`src/rtl/tws_pkg.sv`:
```
`timescale 1ns/1ps
package tws_pkg;
  localparam int DEV_W   = 3;
  localparam int REG_W   = 5;
  localparam int WORD_W  = 16;
  localparam int HDR_W   = DEV_W + 1 + REG_W;
  localparam int NDEV    = 1 << DEV_W;
  localparam int CNT_W   = $clog2(WORD_W);
  localparam int SYNC_N  = 2;

  typedef enum logic {PH_HDR = 1'b0, PH_DATA = 1'b1} phase_e;

  // field order mirrors header bit positions: dev in 8..6, rd in 5, reg in 4..0
  typedef struct packed {
    logic [DEV_W-1:0] dev;
    logic             rd;
    logic [REG_W-1:0] regn;
  } hdr_t;
endpackage

```
`src/rtl/tws_sync.sv`:
```
`timescale 1ns/1ps
module tws_sync #(
  parameter int          W      = 3,
  parameter int          STAGES = 2,
  parameter logic [W-1:0] RST_VAL = '0
) (
  input  logic         clk,
  input  logic         rst_n,
  input  logic [W-1:0] d_i,
  output logic [W-1:0] q_o
);
  for (genvar i = 0; i < W; i++) begin : g_bit
    logic [STAGES-1:0] st_q;
    always_ff @(posedge clk or negedge rst_n) begin
      if (!rst_n) st_q <= {STAGES{RST_VAL[i]}};
      else        st_q <= {st_q[STAGES-2:0], d_i[i]};
    end
    assign q_o[i] = st_q[STAGES-1];
  end
endmodule

```
`src/rtl/tws_engine.sv`:
```
`timescale 1ns/1ps
module tws_engine
  import tws_pkg::*;
(
  input  logic              clk,
  input  logic              rst_n,
  input  logic              sel_s,
  input  logic              sclk_s,
  input  logic              dat_s,
  input  logic              load_rd_i,
  input  logic [WORD_W-1:0] rd_word_i,
  output logic              hdr_done_o,
  output hdr_t              hdr_o,
  output logic              wr_done_o,
  output logic [WORD_W-1:0] wr_word_o,
  output logic              dat_o,
  output logic              oe_o
);
  localparam logic [CNT_W-1:0] HDR_LAST  = CNT_W'(HDR_W - 1);
  localparam logic [CNT_W-1:0] WORD_LAST = CNT_W'(WORD_W - 1);

  logic              sclk_q;
  phase_e            phase_q, phase_d;
  logic [CNT_W-1:0]  cnt_q, cnt_d;
  logic              tx_q, tx_d;
  logic [WORD_W-1:0] sh_q, sh_d;
  logic              oe_q, oe_d;
  logic              tail_q, tail_d;
  logic              dout_q, dout_d;

  logic              rise, fall;
  logic [WORD_W-1:0] shifted;

  assign rise    = sclk_s & ~sclk_q;
  assign fall    = ~sclk_s & sclk_q;
  assign shifted = {sh_q[WORD_W-2:0], dat_s};
  assign hdr_o     = hdr_t'(shifted[HDR_W-1:0]);
  assign wr_word_o = shifted;

  always_comb begin
    phase_d    = phase_q;
    cnt_d      = cnt_q;
    tx_d       = tx_q;
    sh_d       = sh_q;
    oe_d       = oe_q;
    tail_d     = tail_q;
    dout_d     = dout_q;
    hdr_done_o = 1'b0;
    wr_done_o  = 1'b0;
    if (sel_s) begin
      phase_d = PH_HDR;
      cnt_d   = HDR_LAST;
      tx_d    = 1'b0;
      sh_d    = '0;
      oe_d    = 1'b0;
      tail_d  = 1'b0;
      dout_d  = 1'b0;
    end else begin
      if (load_rd_i) sh_d = rd_word_i;
      if (fall && tail_q) begin
        oe_d   = 1'b0;
        tail_d = 1'b0;
      end
      if (rise) begin
        if (phase_q == PH_HDR) begin
          oe_d   = 1'b0;
          tail_d = 1'b0;
          if (cnt_q == '0) begin
            hdr_done_o = 1'b1;
            phase_d    = PH_DATA;
            cnt_d      = WORD_LAST;
            tx_d       = hdr_o.rd;
            oe_d       = hdr_o.rd;
            sh_d       = '0;
          end else begin
            sh_d  = shifted;
            cnt_d = cnt_q - CNT_W'(1);
          end
        end else begin
          if (tx_q) dout_d = sh_q[cnt_q];
          else      sh_d   = shifted;
          if (cnt_q == '0) begin
            wr_done_o = ~tx_q;
            tail_d    = tx_q;
            phase_d   = PH_HDR;
            cnt_d     = HDR_LAST;
            tx_d      = 1'b0;
            sh_d      = '0;
          end else begin
            cnt_d = cnt_q - CNT_W'(1);
          end
        end
      end
    end
  end

  always_ff @(posedge clk or negedge rst_n) begin
    if (!rst_n) begin
      sclk_q  <= 1'b0;
      phase_q <= PH_HDR;
      cnt_q   <= HDR_LAST;
      tx_q    <= 1'b0;
      sh_q    <= '0;
      oe_q    <= 1'b0;
      tail_q  <= 1'b0;
      dout_q  <= 1'b0;
    end else begin
      sclk_q  <= sclk_s;
      phase_q <= phase_d;
      cnt_q   <= cnt_d;
      tx_q    <= tx_d;
      sh_q    <= sh_d;
      oe_q    <= oe_d;
      tail_q  <= tail_d;
      dout_q  <= dout_d;
    end
  end

  assign dat_o = dout_q;
  assign oe_o  = oe_q;
endmodule

```
`src/rtl/tws_req.sv`:
```
`timescale 1ns/1ps
module tws_req
  import tws_pkg::*;
(
  input  logic              clk,
  input  logic              rst_n,
  input  logic              hdr_done_i,
  input  hdr_t              hdr_i,
  input  logic              wr_done_i,
  input  logic [WORD_W-1:0] wr_word_i,
  input  logic [NDEV-1:0]   dev_present_i,
  output logic              req_valid_o,
  output logic [DEV_W-1:0]  req_dev_o,
  output logic [REG_W-1:0]  req_reg_o,
  output logic              req_rd_o,
  output logic [WORD_W-1:0] req_wdata_o,
  output logic              err_o,
  output logic              load_rd_o
);
  logic              vld_q, vld_d;
  logic [DEV_W-1:0]  dev_q, dev_d;
  logic [REG_W-1:0]  reg_q, reg_d;
  logic              rd_q, rd_d;
  logic [WORD_W-1:0] wd_q, wd_d;
  logic              err_q, err_d;

  always_comb begin
    vld_d = 1'b0;
    dev_d = dev_q;
    reg_d = reg_q;
    rd_d  = rd_q;
    wd_d  = wd_q;
    err_d = err_q;
    if (hdr_done_i) begin
      dev_d = hdr_i.dev;
      reg_d = hdr_i.regn;
      rd_d  = hdr_i.rd;
      wd_d  = '0;
      if (hdr_i.rd) begin
        if (dev_present_i[hdr_i.dev]) vld_d = 1'b1;
        else                          err_d = 1'b1;
      end
    end else if (wr_done_i) begin
      rd_d = 1'b0;
      wd_d = wr_word_i;
      if (dev_present_i[dev_q]) vld_d = 1'b1;
      else                      err_d = 1'b1;
    end
  end

  always_ff @(posedge clk or negedge rst_n) begin
    if (!rst_n) begin
      vld_q <= 1'b0;
      dev_q <= '0;
      reg_q <= '0;
      rd_q  <= 1'b0;
      wd_q  <= '0;
      err_q <= 1'b0;
    end else begin
      vld_q <= vld_d;
      dev_q <= dev_d;
      reg_q <= reg_d;
      rd_q  <= rd_d;
      wd_q  <= wd_d;
      err_q <= err_d;
    end
  end

  assign req_valid_o = vld_q;
  assign req_dev_o   = dev_q;
  assign req_reg_o   = reg_q;
  assign req_rd_o    = rd_q;
  assign req_wdata_o = wd_q;
  assign err_o       = err_q;
  assign load_rd_o   = vld_q & rd_q;
endmodule

```
`src/rtl/tws_slave.sv`:
```
`timescale 1ns/1ps
module tws_slave
  import tws_pkg::*;
(
  input  logic              clk,
  input  logic              rst_n,
  input  logic              bus_sel_n_i,
  input  logic              bus_clk_i,
  input  logic              bus_dat_i,
  output logic              bus_dat_o,
  output logic              bus_dat_oe_o,
  input  logic [NDEV-1:0]   dev_present_i,
  output logic              req_valid_o,
  output logic [DEV_W-1:0]  req_dev_o,
  output logic [REG_W-1:0]  req_reg_o,
  output logic              req_rd_o,
  output logic [WORD_W-1:0] req_wdata_o,
  input  logic [WORD_W-1:0] rd_data_i,
  output logic              err_o
);
  logic [2:0]        pins_s;
  logic              sel_s, sclk_s, dat_s;
  logic              hdr_done, wr_done, load_rd;
  hdr_t              hdr;
  logic [WORD_W-1:0] wr_word;

  tws_sync #(.W(3), .STAGES(SYNC_N), .RST_VAL(3'b100)) u_sync (
    .clk   (clk),
    .rst_n (rst_n),
    .d_i   ({bus_sel_n_i, bus_clk_i, bus_dat_i}),
    .q_o   (pins_s)
  );
  assign sel_s  = pins_s[2];
  assign sclk_s = pins_s[1];
  assign dat_s  = pins_s[0];

  tws_engine u_eng (
    .clk        (clk),
    .rst_n      (rst_n),
    .sel_s      (sel_s),
    .sclk_s     (sclk_s),
    .dat_s      (dat_s),
    .load_rd_i  (load_rd),
    .rd_word_i  (rd_data_i),
    .hdr_done_o (hdr_done),
    .hdr_o      (hdr),
    .wr_done_o  (wr_done),
    .wr_word_o  (wr_word),
    .dat_o      (bus_dat_o),
    .oe_o       (bus_dat_oe_o)
  );

  tws_req u_req (
    .clk           (clk),
    .rst_n         (rst_n),
    .hdr_done_i    (hdr_done),
    .hdr_i         (hdr),
    .wr_done_i     (wr_done),
    .wr_word_i     (wr_word),
    .dev_present_i (dev_present_i),
    .req_valid_o   (req_valid_o),
    .req_dev_o     (req_dev_o),
    .req_reg_o     (req_reg_o),
    .req_rd_o      (req_rd_o),
    .req_wdata_o   (req_wdata_o),
    .err_o         (err_o),
    .load_rd_o     (load_rd)
  );
endmodule

```
`config.mk`:
```
export PLATFORM = sky130hd
export DESIGN_NAME = tws_slave
export DESIGN_NICKNAME = d
export VERILOG_FILES = /design/src/rtl/tws_pkg.sv /design/src/rtl/tws_sync.sv /design/src/rtl/tws_engine.sv /design/src/rtl/tws_req.sv /design/src/rtl/tws_slave.sv
export SDC_FILE = /design/constraint.sdc
export NUM_CORES = 1
export LEC_CHECK = 0
export ABC_AREA = 1
export ABC_CLOCK_PERIOD_IN_PS = 2800
export BUFFER_PORTS_ARGS = -buffer_cell sky130_fd_sc_hd__buf_4
export CAP_MARGIN = 10
export CELL_PAD_IN_SITES_DETAIL_PLACEMENT = 1
export CELL_PAD_IN_SITES_GLOBAL_PLACEMENT = 1
export CORE_UTILIZATION = 41
export DETAILED_ROUTE_END_ITERATION = 8
export HOLD_SLACK_MARGIN = 0.03
export PLACE_DENSITY = 0.89
export SETUP_SLACK_MARGIN = 0.15
export SYNTH_ARGS = -nofsm -noshare
export SYNTH_HDL_FRONTEND = slang
export SYNTH_HIERARCHICAL = 1
export SYNTH_SLANG_ARGS = --single-unit
export TNS_END_PERCENT = 30
```
`constraint.sdc`:
```
create_clock -name clk -period 2.8 [get_ports clk]
set_input_delay 0.28 -clock clk [delete_from_list [all_inputs] [get_ports clk]]
set_output_delay 0.28 -clock clk [all_outputs]
set_load 0.05 [all_outputs]
```
==> reports/results.ini, run 1 <==
[logic_synthesis]
synthFlopType = dfrtp_1
synth.avg_cell_area_sq_um = 8.11
synth-edff-count = 0
synth_area_sq_mm = 0.00315
synth.distinct_cells = 27
synth.net_count = 419
netlist_instances = 388
async_flop_share = 1.00
synth_top_area_share = 0.445
synth_warnings = 6
ys_ff_latch = 59
ys_seq_area_frac = 0.470
synthTopCellsByArea = dfrtp_1, nand2_1, buf_4, nand3_1, inv_1
yosysTopAreaCell = dfrtp_1

[place]
place_ws_ns = 0.564
hpwl_mm = 5.66
gp_routability_congestion = 0.814
placed_area_sq_mm = 0.00344
numPortBuffers = 57

[final_layout]
diodes = 0
drive_gt1_frac = 0.245
n_fill_cell = 895
nNetsFinal = 454
final_cell_area_sq_mm = 0.00368
syn_to_final_growth_pct = 16.9

[worst_hold_path]
hp-class = in2reg

[clock_tree]
cts_resized = 0
cts_tree = done
root_buffer = clkbuf_8
cts_buffer_depth = 2
numCtsBuffers = 9
numClockSinks = 59
path_clk_slew_ns = 0.07
htreeDepth = 3
worst_skew_pair.late_latency_ns = 0.35

[global_routing]
first_global_vias = 2813
grt_max_degree = 60
grt_pass1_wl_mm = 13.3
grtUsageTotal = 0.225
grt-ovfl-total = 0
antenna_found_initial = 0

[sta]
finalSetupViolCount = 0
max_slew.worst_pin.slew_ns = 0.778
finalMaxSlewViolations = 0
max_freq_mhz = 425
timing.final.ws_setup_ns = 0.446
fin_crit_ns = 2.35
hold_viol = 0
finalClockSkew_ns = 0.00949
rsz0062_at_grt = no
fin_tns_setup_ns = 0
maxSlewHeadroom = 0.481
post-route-period-util = 0.841

[detailed_routing]
ant_nets = 0
first_pass_iters = 4
wl_per_cell_microns = 15.1
drc_errors = 0
via_count = 2652
vias_per_cell = 5.03
wl_mm = 7.97
drtIter0Drc = 180

[worst_setup_path]
critPathKind = reg2reg
reg2reg_depth = 13
reg2reg_to = u_req/req_valid_o
start_kind = flip-flop
worstSetupStartpoint = u_eng/cnt_q[1]
r2r_slack_ns = 0.45
end_kind = flip-flop
critPathCapture = u_req/req_valid_o
r2r-start = u_eng/cnt_q[1]
worstPathRequired_ns = 3.02
critPathMaxFanout = 16
cp.arrival_ns = 2.58

[power_and_ir_drop]
p_int_w = 0.00150
p_leak_nw = 1.94
finalPower_w = 0.00225
p_sw_w = 0.000750
comb_power_share = 0.215
switching_share = 0.334
vdd_drop_max_v = 0.000254
p_seq_frac = 0.429
power_density_mw_per_mm2 = 610
clockPowerShare = 0.356

[floorplanning]
io_pins = 58
core_sq_mm = 0.00733
initial_core_util = 0.429
rows = 31
fp.dieH_microns = 89.6
die_x_microns = 89.6
dieArea_sq_mm = 0.00803

[run]
max-cap-violations = 0

[outcome]
status = completed

-- cell type report --
type,instances,area [sq um],share of cell area
clock buffers,10,138,0.0374
inverters,50,188,0.0510
flip-flops and latches,59,1480,0.402
well taps,99,124,0.0337
multi-input cells,237,1180,0.321
clock inverters,6,65.1,0.0177
repair buffers,66,505,0.137
-- cell families after synthesis --
kind of cell / count (synthesis) / share of synthesized area
adders and majority gates: 2 / 0.00795
DFF: 59 / 0.470
buffers and inverters: 92 / 0.156
and+or+nand+nor: 187 / 0.257
xor gates and xnor gates: 1 / 0.00278
AOI/OAI and AO/OA: 47 / 0.106
-- critical path, cell delays in order (launching register included) --
cell     delay [ns]
dfrtp_1        0.45
inv_1          0.19
ha_1           0.25
nand3_2        0.13
inv_1          0.19
ha_1           0.19
nand2_1        0.05
nor2_1         0.09
buf_4          0.23
nor2_1         0.10
nand3_1        0.09
nand2_1        0.10
nand2_1        0.10
o21ai_1        0.07
-- power groups by stage --
stage / Combinational, W / Sequential, W / Clock (W)
after floorplan: 0.000201 / 0.00109 / 0
after global placement: 0.000458 / 0.000975 / 0
after detailed placement: 0.000468 / 0.000978 / 0
after CTS: 0.000483 / 0.000963 / 0.000825
after global routing: 0.000521 / 0.000969 / 0.000855
final: 0.000482 / 0.000964 / 0.000800
-- cell usage after synthesis, types with 2 or more instances --
cell type,count
nand2_1,116
dfrtp_1,56
nand3_1,48
inv_1,45
buf_4,33
o21ai_0,22
nor2_1,12
o22ai_2,11
o22ai_1,8
buf_2,5
inv_2,5
clkbuf_1,3
dfstp_2,3
nand2_2,3
nor3_1,3
o21ai_1,3
ha_1,2
-- worst min-delay path by stage --
| stage | startpoint | endpoint | cells past startpoint |
|---|---|---|---|
| detailed placement | u_sync/g_bit[0].st_q[0] | u_sync/g_bit[0].st_q[1] | 0 |
| floorplan | rst_n | u_eng/cnt_q[0] | 0 |
| CTS | rd_data_i[15] | u_eng/sh_q[15] | 3 |
| finish | rd_data_i[13] | u_eng/sh_q[13] | 3 |
| global placement | u_sync/g_bit[1].st_q[0] | u_sync/g_bit[1].st_q[1] | 0 |
| global route | rd_data_i[11] | u_eng/sh_q[11] | 3 |
-- registers in the layout, indices dropped and copies added, names as in the netlist, 3 cells and up --
signal / flops
u_eng/cnt_q: 4
u_req/req_dev_o: 3
u_sync/g_bit.st_q: 6
u_req/req_reg_o: 5
u_eng/sh_q: 16
u_req/req_wdata_o: 16
-- repair_timing --
| action | CTS | global route |
|---|---|---|
| hold buffers | 4 | 0 |
| hold endpoints to repair | 59 | 0 |
| setup buffers | 0 | 0 |
-- cells in the final DEF, fill, tap and decap left out, types with 2 or more instances in the layout --
| cell type | n |
|---|---|
| ha_1 | 2 |
| nand2_2 | 3 |
| o22ai_2 | 11 |
| inv_2 | 5 |
| dfrtp_1 | 56 |
| clkbuf_8 | 10 |
| clkinvlp_4 | 4 |
| buf_4 | 62 |
| dlygate4sd3_1 | 4 |
| nand2_1 | 116 |
| o21ai_1 | 3 |
| o21ai_0 | 22 |
| nor2_1 | 12 |
| o22ai_1 | 8 |
| nor3_1 | 2 |
| dfstp_2 | 3 |
| nand3_1 | 48 |
| inv_1 | 45 |
-- metrics by stage --
stage,cells,hold WS (ns),util
after floorplan,388,-0.0156,-
after global placement,507,0.335,0.469
after detailed placement,507,0.340,0.469
after CTS,527,0.235,0.502
after global routing,527,0.266,0.502
final,527,0.254,0.502
-- layer usage --
layer | vias to the layer above | share of wire | global-route usage
met4 | 0 | 0.022 | 0.102
met5 | - | 0 | 0
li1 | 1279 | - | -
met3 | 18 | 0.035 | 0.0539
met2 | 66 | 0.50 | 0.377
met1 | 1289 | 0.45 | 0.275
No activity file was read; power rests on OpenSTA's default activity.
==> run 2: changes to the inputs <==
ABC_CLOCK_PERIOD_IN_PS = 2400   (was 2800)
clock period = 2.4 ns   (was 2.8 ns; I/O delays follow)
==> reports/results.ini, run 2 (synthesis results as in run 1) <==
[clock_tree]
root_buffer = clkbuf_8
worst_skew_pair.late_latency_ns = 0.33  ; -0.02 ns
cts_buffer_depth = 2  ; unchanged
numCtsBuffers = 9  ; unchanged
path_clk_slew_ns = 0.07  ; about the same
cts_tree = done
numClockSinks = 59  ; unchanged
post_cts_buffers = 0  ; unchanged
htreeDepth = 3  ; unchanged

[detailed_routing]
wl_per_cell_microns = 15.0  ; -0.64%
drtIter0Drc = 77  ; -57%
wl_mm = 7.94  ; -0.45%
vias_per_cell = 4.94  ; -1.9%
drc_errors = 0  ; unchanged
first_pass_iters = 4  ; unchanged
ant_nets = 0  ; unchanged
via_count = 2606  ; -1.7%

[worst_setup_path]
cp.arrival_ns = 2.30  ; -0.28 ns
start_kind = flip-flop
cpMostUsedCell = nand2_1
cpLargestDelayFamily = simple AND/OR/NAND/NOR gates
end_kind = flip-flop
critPathKind = reg2reg
crit_slowest_cell = dfrtp_2
worstPathCellList = inv_1 > ha_1 > nand3_2 > inv_2 > ha_1 > nand2_1 > nor2_2 > buf_12 > nor2_1 > nand3_1 > nand2_1 > nor2_2 > nand3_1 > nand2_1
crit_buf_inv = 3  ; unchanged
worstPathRequired_ns = 2.63  ; -0.39 ns
slowest_delay_ns = 0.47  ; +0.02 ns
critPathMaxFanout = 16  ; unchanged

[floorplanning]
io_pins = 58  ; unchanged
fp.dieH_microns = 89.6  ; unchanged
die_x_microns = 89.6  ; unchanged
core_sq_mm = 0.00733  ; unchanged
dieArea_sq_mm = 0.00803  ; unchanged
rows = 31  ; unchanged
initial_core_util = 0.429  ; unchanged

[global_routing]
grt-ovfl-total = 0  ; unchanged
first_global_vias = 2674  ; -4.9%
grtUsageTotal = 0.217  ; -0.00800
antenna_found_initial = 0  ; unchanged
grt_pass1_wl_mm = 12.8  ; -3.6%
grt_max_degree = 60  ; unchanged

[outcome]
status = completed

[sta]
post-route-period-util = 0.863  ; +0.0223
finalSetupViolCount = 0  ; unchanged
max_slew.worst_pin.slew_ns = 0.742  ; -0.0352 ns
rsz0062_at_grt = no
max_freq_mhz = 483  ; +14%
maxSlewHeadroom = 0.505  ; +0.0241
fin_crit_ns = 2.07  ; -0.283 ns
finalClockSkew_ns = 0.0138  ; +0.00432 ns
fin_tns_setup_ns = 0  ; unchanged
finalMaxSlewViolations = 0  ; unchanged
hold_viol = 0  ; unchanged

[final_layout]
syn_to_final_growth_pct = 17.1
drive_gt1_frac = 0.254  ; +0.00875
diodes = 0  ; unchanged
final_common_cell = nand2_1
stdcell_count = 528  ; +0.19%
nNetsFinal = 455  ; +0.22%
final_cell_mix = nand2_1, buf_4, dfrtp_1

[power_and_ir_drop]
p_sw_w = 0.000839  ; +12%
switching_share = 0.338  ; +0.00442
power_density_mw_per_mm2 = 673  ; +10%
p_leak_nw = 1.94  ; about the same
clockPowerShare = 0.322  ; -0.034
comb_power_share = 0.225  ; +0.010
p_seq_frac = 0.453  ; +0.024
p_int_w = 0.00164  ; +9.7%
vdd_drop_max_v = 0.000411  ; +62%

[place]
numPortBuffers = 57  ; unchanged
hpwl_mm = 5.73  ; +1.1%
dp_cells = 508  ; +0.20%
gp_routability_congestion = 0.817  ; +0.31%

[worst_hold_path]
hp-class = in2reg

[run]
max-cap-violations = 0  ; unchanged

## run 2: changes by cell type in the layout (fill, tap and decap cells not counted), sizes merged
cell and delta:
clkinvlp -2, clkbuf +1, buf +1, bufinv -1, clkinv +2
## run 2: final cells by class
type | count | area (sq um)
multi-input cells | 237 | 1180
repair buffers | 67 | 538
clock inverters | 5 | 30.0
well taps | 99 | 124
fillers | 901 | 3640
flip-flops and latches | 59 | 1480
inverters | 50 | 188
clock buffers | 11 | 141
## run 2: per-stage QoR
stage                util  worst slack [ns]  hold slack, ns  power [W]  cell area, sq um
global placement    0.473             0.327           0.335    0.00168              3470
detailed placement  0.473             0.226           0.340    0.00169              3470
global route        0.503             0.176           0.231    0.00260              3690
floorplan               -             0.363         -0.0556    0.00150              3150
CTS                 0.502             0.208           0.213    0.00251              3680
finish              0.503             0.329           0.230    0.00248              3690
## run 2: final timing paths
| kind | cells past startpoint | to | start | slack, ns |
|---|---|---|---|---|
| max | 14 | u_req/err_o | u_eng/cnt_q[0] | 0.33 |
| min | 3 | u_eng/sh_q[15] | rd_data_i[15] | 0.23 |
| max reg2reg | 14 | u_req/err_o | u_eng/cnt_q[0] | 0.33 |
| min reg2reg | 0 | u_sync/g_bit[2].st_q[1] | u_sync/g_bit[2].st_q[0] | 0.34 |
| max in group asynchronous | 2 | u_eng/cnt_q[1] | rst_n | 1.36 |
| min in group asynchronous | 2 | u_req/req_wdata_o[12] | rst_n | 0.51 |
## run 2: what timing repair did
| action | 4_1_cts | 5_1_grt |
|---|---|---|
| resized for setup | 0 | 4 |
| setup endpoints to repair | 0 | 24 |
| hold buffers | 4 | 0 |
| endpoints found under the hold margin | 59 | 0 |
## run 2: routing by layer
layer | part of all wire | track usage | up-vias
li1 | - | - | 1285
met1 | 0.45 | 0.268 | 1254
met2 | 0.49 | 0.368 | 52
met3 | 0.031 | 0.0448 | 15
met4 | 0.021 | 0.0924 | 0
met5 | 0 | 0 | -
## run 2: power by group through the flow
stage	logic, W	clock network (W)	registers [W]
2_1_floorplan	0.000234	0	0.00127
5_1_grt	0.000605	0.000858	0.00113
3_5_place_dp	0.000550	0	0.00114
3_3_place_gp	0.000537	0	0.00114
4_1_cts	0.000561	0.000824	0.00112
6_report	0.000558	0.000799	0.00112
## run 2: worst reg2reg max path: stages (launching register included)
cell and delay, ns:
dfrtp_2 0.47, inv_1 0.09, ha_1 0.24, nand3_2 0.13, inv_2 0.08, ha_1 0.18, nand2_1 0.07, nor2_2 0.05
buf_12 0.15, nor2_1 0.16, nand3_1 0.10, nand2_1 0.10, nor2_2 0.04, nand3_1 0.08, nand2_1 0.05
==> run 3: changes to the inputs <==
ABC_AREA = not set   (was 1)
CORE_UTILIZATION = 43   (was 41)
PLACE_DENSITY = 0.88   (was 0.89)
==> reports/results.ini, run 3 <==
[worst_setup_path]
crit_buf_inv = 3  ; unchanged
r2r_slack_ns = -0.08  ; -0.41 ns
crit_slowest_cell = or3b_4
reg2reg_to = u_req/req_wdata_o[1]
worstPathRequired_ns = 2.61  ; -0.02 ns
start_kind = flip-flop
worstSetupStartpoint = u_eng/cnt_q[0]
cpLargestDelayFamily = simple AND/OR/NAND/NOR gates
end_kind = flip-flop
critPathMaxFanout = 8  ; -8
r2r-start = u_eng/cnt_q[0]
critPathKind = reg2reg
cp.arrival_ns = 2.70  ; +0.40 ns
critPathCapture = u_req/req_wdata_o[1]
slowest_delay_ns = 0.41  ; -0.06 ns
reg2reg_depth = 9  ; -5
path_depth = 9  ; -5
worstPathCellList = inv_2 > ha_4 > or3b_4 > or3_4 > nor3_4 > buf_6 > buf_4 > mux2i_1 > nor2_1

[floorplanning]
dieArea_sq_mm = 0.00727  ; -9.5%
die_x_microns = 85.3  ; -4.8%
initial_core_util = 0.457  ; +0.0273
rows = 29  ; -6.5%
core_sq_mm = 0.00653  ; -11%
fp.dieH_microns = 85.3  ; -4.8%
io_pins = 58  ; unchanged

[detailed_routing]
vias_per_cell = 5.62  ; +14%
wl_per_cell_microns = 21.0  ; +39%
drtIter0Drc = 99  ; +29%
drc_errors = 0  ; unchanged
first_pass_iters = 4  ; unchanged
wl_mm = 8.36  ; +5.4%
ant_nets = 0  ; unchanged
via_count = 2244  ; -14%

[logic_synthesis]
yosysTopAreaCell = dfrtp_1
synth.avg_cell_area_sq_um = 11.3  ; +39%
synth_warnings = 6  ; unchanged
synth_area_sq_mm = 0.00298  ; -5.2%
synth_commonest_cells = dfrtp_1, mux2i_1, buf_4
synth-edff-count = 0  ; unchanged
synth.distinct_cells = 40  ; +48%
synthTopCellsByArea = dfrtp_1, mux2i_1, buf_4, mux4_1, nand2_1
ys_seq_area_frac = 0.496  ; +0.0260
synth_top_area_share = 0.470  ; +0.0246
yosysMostFrequentCell = dfrtp_1
ys_ff_latch = 59  ; unchanged
synthFlopType = dfrtp_1
synth.net_count = 295  ; -30%
async_flop_share = 1.00  ; unchanged
netlist_instances = 264  ; -32%

[power_and_ir_drop]
p_int_w = 0.00173  ; +5.5%
finalPower_w = 0.00237  ; -4.3%
p_seq_frac = 0.453  ; about the same
vdd_drop_max_v = 0.000405  ; -1.5%
power_density_mw_per_mm2 = 638  ; -5.1%
clockPowerShare = 0.405  ; +0.083
switching_share = 0.270  ; -0.0676
p_leak_nw = 1.72  ; -11%
comb_power_share = 0.142  ; -0.083
p_sw_w = 0.000642  ; -23%

[outcome]
status = finished, violations left
violations = setup timing

[global_routing]
grt_max_degree = 60  ; unchanged
first_global_vias = 2385  ; -11%
grt-ovfl-total = 0  ; unchanged
antenna_found_initial = 0  ; unchanged
grt_pass1_wl_mm = 12.3  ; -4.4%
grtUsageTotal = 0.226  ; +0.00921

[final_layout]
final_cell_mix = buf_4, dfrtp_1, mux2i_1
nNetsFinal = 348  ; -24%
final_cell_area_sq_mm = 0.00372  ; +0.88%
drive_gt1_frac = 0.376  ; +0.122
final_common_cell = buf_4
syn_to_final_growth_pct = 24.7
n_fill_cell = 693  ; -23%
utilization = 0.570  ; +0.0666
diodes = 0  ; unchanged

[clock_tree]
cts_buffer_depth = 2  ; unchanged
htreeDepth = 3  ; unchanged
numClockSinks = 59  ; unchanged
root_buffer = clkbuf_8
path_clk_slew_ns = 0.07  ; about the same
numCtsBuffers = 9  ; unchanged
cts_tree = done
worst_skew_pair.late_latency_ns = 0.33  ; about the same

[sta]
max_freq_mhz = 403  ; -17%
finalMaxSlewViolations = 0  ; unchanged
hold_viol = 0  ; unchanged
post-route-period-util = 1.04  ; +0.172
maxSlewHeadroom = 0.498  ; -0.00654
rsz0062_at_grt = yes
max_slew.worst_pin.slew_ns = 0.752  ; +0.00981 ns
timing.final.ws_setup_ns = -0.0843  ; -0.413 ns
fin_crit_ns = 2.48  ; +0.413 ns
finalClockSkew_ns = 0.00632  ; -0.00749 ns
finalSetupViolCount = 1  ; +1

[run]
max-cap-violations = 0  ; unchanged

[place]
placed_area_sq_mm = 0.00335  ; -3.6%
gp_routability_congestion = 0.839  ; +2.7%
hpwl_mm = 5.28  ; -7.8%
numPortBuffers = 57  ; unchanged

[worst_hold_path]
hp-class = in2reg

-- run 3: cell count changes after synthesis, moves of 5 or more --
cell,delta
nand3_1,-45
a21oi_1,+5
mux2i_1,+34
mux4_1,+5
mux2_2,+7
o22ai_1,-8
o21ai_0,-21
nand2_1,-89
nor2_1,+10
inv_1,-39
o21ai_1,+15
clkbuf_1,+5
o22ai_2,-11
-- run 3: repair_timing --
item                                    CTS  global route
pin swaps                                 0             5
buffers inserted                          2            10
endpoints found under the setup margin    8            28
endpoints found under the hold margin    59             0
gates resized for setup                   0             7
hold buffers                              4             0
-- run 3: kinds of logic (layout without fill, tap and decap cells) --
logic type,count (synthesis),count (layout),share of synthesized area
AOI/OAI and AO/OA,37,37,0.0797
muxes,50,50,0.215
DFF,59,59,0.496
and+or+nand+nor,66,66,0.0969
buffers and inverters,50,108,0.104
adders and majority gates,2,2,0.00839
-- run 3: through the flow --
step | hold WS (ns) | cells | worst slack [ns] | setup TNS [ns]
2_1_floorplan | -0.0556 | 264 | 0.141 | 0
3_3_place_gp | 0.333 | 367 | 0.197 | 0
3_5_place_dp | 0.336 | 367 | 0.0732 | 0
4_1_cts | 0.183 | 389 | 0.121 | 0
5_1_grt | 0.182 | 399 | -0.109 | -0.120
6_report | 0.194 | 399 | -0.0843 | -0.0843
-- run 3: power by group through the flow --
| stage | clock network, W | logic [W] | registers, W |
|---|---|---|---|
| CTS | 0.000976 | 0.000325 | 0.00107 |
| detailed placement | 0 | 0.000319 | 0.00109 |
| floorplan | 0 | 0.000121 | 0.00116 |
| finish | 0.000962 | 0.000337 | 0.00108 |
| global placement | 0 | 0.000306 | 0.00109 |
| global route | 0.00102 | 0.000359 | 0.00108 |
-- run 3: final cells by class --
| cell class | count | area, sq um | area share |
|---|---|---|---|
| Clock buffer | 12 | 165 | 0.0444 |
| Sequential cell | 59 | 1480 | 0.398 |
| Tap cell | 77 | 96.3 | 0.0259 |
| Timing Repair Buffer | 85 | 659 | 0.177 |
| Inverter | 7 | 28.8 | 0.00774 |
| Clock inverter | 4 | 47.5 | 0.0128 |
| Multi-Input combinational cell | 155 | 1240 | 0.334 |
-- run 3: metal layers --
metal,up-vias,share of wire,GRT usage
met2,80,0.52,0.386
met3,17,0.049,0.0623
met5,-,0,0
met4,0,0.025,0.0727
met1,1145,0.40,0.279
li1,1002,-,-
-- run 3: worst min-delay path, delay by kind of cell --
family                 cells  cell delay [ns]
AO/OA/AOI/OAI              1             0.11
buffers and inverters      1             0.08
multiplexers               1             0.06
-- run 3: worst min path at each step --
stage	from	to	slack (ns)	cells past startpoint
2_1_floorplan	rst_n	u_eng/cnt_q[0]	-0.06	0
3_3_place_gp	u_sync/g_bit[0].st_q[0]	u_sync/g_bit[0].st_q[1]	0.33	0
3_5_place_dp	u_sync/g_bit[1].st_q[0]	u_sync/g_bit[1].st_q[1]	0.34	0
4_1_cts	rd_data_i[10]	u_eng/sh_q[10]	0.18	3
5_1_grt	rd_data_i[8]	u_eng/sh_q[8]	0.18	3
6_report	rd_data_i[0]	u_eng/sh_q[0]	0.19	3
